==> config.mk <==
export PLATFORM = sky130hd
export DESIGN_NAME = ir_led_guard
export DESIGN_NICKNAME = d
export VERILOG_FILES = /design/src/rtl/ir_led_guard_pkg.sv /design/src/rtl/ir_led_on_timer.sv /design/src/rtl/ir_led_gate.sv /design/src/rtl/ir_rx_echo.sv /design/src/rtl/ir_led_guard.sv
export SDC_FILE = /design/constraint.sdc
export NUM_CORES = 1
export LEC_CHECK = 0
export BUFFER_PORTS_ARGS = -buffer_cell sky130_fd_sc_hd__buf_2
export CORE_UTILIZATION = 40
export CTS_CLUSTER_SIZE = 40
export DETAILED_ROUTE_END_ITERATION = 10
export GPL_TIMING_DRIVEN = 1
export PLACE_DENSITY_LB_ADDON = 0.08
export SLEW_MARGIN = 20
export SYNTH_ARGS = -nofsm -noshare
export SYNTH_HDL_FRONTEND = slang
export SYNTH_HIERARCHICAL = 1
export SYNTH_SLANG_ARGS = --single-unit
==> constraint.sdc <==
create_clock -name clk -period 2.1 [get_ports clk]
set_input_delay 0.42 -clock clk [delete_from_list [all_inputs] [get_ports clk]]
set_output_delay 0.42 -clock clk [all_outputs]
set_load 0.05 [all_outputs]
==> src/rtl/ir_led_guard_pkg.sv <==
package ir_led_guard_pkg;
  function automatic int unsigned guard_cycles(int unsigned clk_khz, int unsigned guard_ns);
    longint unsigned prod;
    prod = longint'(clk_khz) * longint'(guard_ns);
    return int'(prod / 64'd1_000_000);
  endfunction
endpackage

==> src/rtl/ir_led_on_timer.sv <==
module ir_led_on_timer #(
  parameter int unsigned LIMIT = 768
) (
  input  logic clk,
  input  logic rst_n,
  input  logic txd,
  output logic txd_s,
  output logic expired
);
  localparam int unsigned CW = $clog2(LIMIT + 1);
  localparam logic [CW-1:0] LIM = CW'(LIMIT);

  logic [CW-1:0] run_cnt;

  always_ff @(posedge clk or negedge rst_n) begin
    if (!rst_n) begin
      txd_s   <= 1'b0;
      run_cnt <= '0;
    end else begin
      txd_s <= txd;
      if (!txd_s)
        run_cnt <= '0;
      else if (run_cnt != LIM)
        run_cnt <= run_cnt + 1'b1;
    end
  end

  assign expired = (run_cnt == LIM);
endmodule

==> src/rtl/ir_led_gate.sv <==
module ir_led_gate (
  input  logic txd_s,
  input  logic expired,
  input  logic shutdown,
  input  logic tx_en,
  input  logic xact_busy,
  output logic led_on
);
  logic permit;
  always_comb begin
    permit = !shutdown && tx_en && !xact_busy;
    led_on = permit && txd_s && !expired;
  end
endmodule

==> src/rtl/ir_rx_echo.sv <==
module ir_rx_echo (
  input  logic shutdown,
  input  logic led_on,
  input  logic rx_light,
  output logic rxd_n
);
  always_comb begin
    rxd_n = shutdown ? 1'b1 : !(led_on || rx_light);
  end
endmodule

==> src/rtl/ir_led_guard.sv <==
module ir_led_guard
  import ir_led_guard_pkg::*;
#(
  parameter int unsigned CLK_KHZ  = 48000,
  parameter int unsigned GUARD_NS = 16000,
  parameter int unsigned PWR_W    = 2
) (
  input  logic             clk,
  input  logic             rst_n,
  input  logic             txd,
  input  logic             shutdown,
  input  logic             tx_en,
  input  logic             xact_busy,
  input  logic             rx_light,
  input  logic [PWR_W-1:0] pwr_in,
  output logic             led_on,
  output logic             rxd_n,
  output logic [PWR_W-1:0] pwr_out
);
  localparam int unsigned GUARD_CYC = guard_cycles(CLK_KHZ, GUARD_NS);

  logic txd_s;
  logic expired;

  ir_led_on_timer #(.LIMIT(GUARD_CYC)) u_timer (
    .clk     (clk),
    .rst_n   (rst_n),
    .txd     (txd),
    .txd_s   (txd_s),
    .expired (expired)
  );

  ir_led_gate u_gate (
    .txd_s     (txd_s),
    .expired   (expired),
    .shutdown  (shutdown),
    .tx_en     (tx_en),
    .xact_busy (xact_busy),
    .led_on    (led_on)
  );

  ir_rx_echo u_echo (
    .shutdown (shutdown),
    .led_on   (led_on),
    .rx_light (rx_light),
    .rxd_n    (rxd_n)
  );

  assign pwr_out = pwr_in;
endmodule

==> summary.txt <==
Drt
  • DRT Wirelength: 1170 µm
  • DR DRC count: 0
  • Vias: 500
  • Final ANT Viol Nets: 0
  • Pre-antenna DRT Iters: 4
  • Routed wire per std cell: 12.9 µm
  • Vias per cell: approximately 5.5
  • Initial DRC Count: 6

Floorplanning
  • Die Ht: 40.7 µm
  • Die area: 0.00166 mm²
  • Boundary Pins: 13
  • CORE AREA: 0.00135 mm²
  • Initial Util: 0.444
  • Row Count: 13
  • Chip Width: just over 40 µm

Clock network
  • Clock latency on the worst-skew pair: 0.27 ns
  • H-tree depth: 1
  • CTS Sinks: 11
  • CTS Buffer Depth: 2
  • Post-CTS Hold Buffers: 0
  • Root Driver: clkbuf_4
  • CTS tree: done
  • CTS buffer count: 3
  • Worst-path clk slew: 0.07 ns

Placement
  • GP Congestion: 0.773
  • DP Worst Slack: 0.188 ns
  • Buffers added on ports: 8
  • Post-DP HPWL: around 870 µm
  • Placed Cells: 85

Worst setup path
  • Crit Path Max Fanout: 4
  • Worst path cell trace: nor4b_2, and4_4, nor4_4, o21bai_4, buf_8
  • Crit-path slowest cell: dfrtp_1
  • Crit-path max cell delay: 0.41 ns
  • Worst-case reg-to-reg path depth: 5
  • CP Capture Type: output port
  • Startpoint types: register
  • Critical Path RT: ~1.7 ns
  • Worst setup path class: register to output port
  • Worst Path Arrival: 1.58 ns
  • Worst R2R Setup Slack: slightly below 0.6 ns

Timing
  • Pins Over Slew Limit: 0
  • Crit share post-route: 0.951
  • # setup viols final: 0
  • TNS Setup: 0 ns
  • Worst slew pin tran: 0.311 ns
  • RSZ-0062 raised after global routing: no
  • Slew margin rel.: 0.791
  • Period minus WS final: 2.00 ns
  • Final Hold Fails: 0
  • Maximum achievable frequency: 0.501 GHz
  • Min setup slack post-route: 0.103 ns
  • Layout Skew: 0.00137 ns

Global routing
  • First-pass GRT wire length: 1640 µm
  • All-Layer GR Usage: 0.164
  • Remaining global-route overflow: 0
  • GRT met1 Usage: 0.214
  • Met2 GRT Util: 0.226
  • Vias in the first global route: 361
  • Initial antenna violation count: 0
  • Largest net degree at the start of global routing: 12
  • Grt peak-use layer: met2
  • Met3 Usage GRT: 0.0489

Yosys
  • Syn nets: 72
  • Unique masters post-synth: 23
  • Mapped Area: 599 µm²
  • Number of synthesis warnings: 6
  • Sequential area share after synthesis: 0.459
  • Yosys reg bits: 11
  • Synth Instances: 61
  • Syn_area_per_cell: just under 10 µm²

Flow run
  • Max Cap Viol: 0

Pwr
  • IR Drop Worst-Case VDD: around 0.00043 V
  • Pwr per Cell Area: 561 mW/mm²
  • Pleak: between 0.3 and 0.4 nW

Final layout
  • Fin cells: 91
  • Final net count: 88
  • Fraction of layout cells with a size suffix above 1: 0.355
  • Antenna Cells: 0
  • Area Growth Syn to Fin: 26.9%

Outcome
  • Status: completed

Worst hold path
  • HP Class: input pin to async pin
report_power, final:
part	internal (W)	switching [W]	leakage [nW]
Sequential	0.000218	0.00000454	0.146
Clock	0.0000736	0.0000722	0.0150
Combinational	0.0000243	0.0000345	0.167
Total	0.000316	0.000111	0.327
synthesized netlist by cell type:
master / count / area share
buf_4: 2 / 0.025
nand2_1: 7 / 0.044
nand4_4: 1 / 0.035
xor2_1: 2 / 0.029
ha_1: 2 / 0.042
xnor2_1: 1 / 0.015
o21bai_1: 1 / 0.013
nor3_1: 2 / 0.017
nor4b_1: 1 / 0.015
nor4_2: 1 / 0.021
inv_1: 4 / 0.025
or3_2: 2 / 0.025
a21oi_1: 5 / 0.042
o21ai_0: 3 / 0.025
nand3_1: 5 / 0.042
nor2_1: 2 / 0.013
and4_1: 1 / 0.015
or4_1: 2 / 0.025
or3_1: 1 / 0.010
o31ai_1: 2 / 0.025
clkbuf_1: 1 / 0.0063
dfrtp_1: 11 / 0.46
mux2i_1: 2 / 0.033
worst paths after layout:
| path | startpoint | end |
|---|---|---|
| min in group clk | txd | u_timer/txd_s |
| max | u_timer/run_cnt[8] | rxd_n |
| min reg2reg | u_timer/run_cnt[0] | u_timer/run_cnt[0] |
| min | rst_n | u_timer/run_cnt[8] |
| max in group asynchronous | rst_n | u_timer/run_cnt[1] |
| max reg2reg | u_timer/run_cnt[1] | u_timer/run_cnt[8] |
stage by stage:
stage                     total power, W  utilization  hold WS [ns]  instance area [µm²]
final                           0.000427        0.563       0.00892                  761
after global routing            0.000445        0.563        0.0249                  761
after CTS                       0.000433        0.546       0.00858                  737
after detailed placement        0.000278        0.513         0.306                  692
after global placement          0.000278        0.513         0.305                  692
after floorplan                 0.000265            -         0.124                  632
area by class of cell:
type	instances	area [µm²]
inverter	4	15.0
timing repair buffer	14	101
multi-input combinational	43	322
tap	15	18.8
fill	133	589
clock buffer	4	26.3
sequential	11	278
registers in the layout, indices dropped and copies added (netlist names):
register	flops
u_timer/txd_s	1
u_timer/run_cnt	10
kinds of logic after synthesis:
group,after synthesis,share of synthesized area
and+or+nand+nor,25,0.261
AOI/OAI and AO/OA,11,0.104
DFF,11,0.459
buffers and inverters,7,0.0563
xor gates and xnor gates,3,0.0438
muxes,2,0.0334
adders and majority gates,2,0.0417
metal layers:
layer / share of wire / wire length (µm)
met1: 0.49 / 570
met3: 0.053 / 62
met2: 0.44 / 520
met5: 0 / 0
met4: 0.017 / 20
placed cells by master (no fill, tap or decap), types with 3 or more instances in the layout:
| cell type | n |
|---|---|
| a21oi_1 | 5 |
| o21ai_0 | 3 |
| buf_2 | 6 |
| dfrtp_1 | 9 |
| clkbuf_4 | 3 |
| nand2_1 | 7 |
| inv_1 | 4 |
| nand3_1 | 5 |
| buf_4 | 6 |
timing repair:
action,4_1_cts,5_1_grt
pin swaps,2,3
setup buffers,1,1
setup endpoints to repair,2,2
gates resized for setup,5,5
worst max-delay path, delay by kind of cell, from the launching register on:
family | cells | cell delay (ns)
AO/OA/AOI/OAI | 1 | 0.09
flip-flops | 1 | 0.41
buffers and inverters | 1 | 0.15
AND/OR/NAND/NOR | 3 | 0.66
Power figures use the tool's default switching activity.
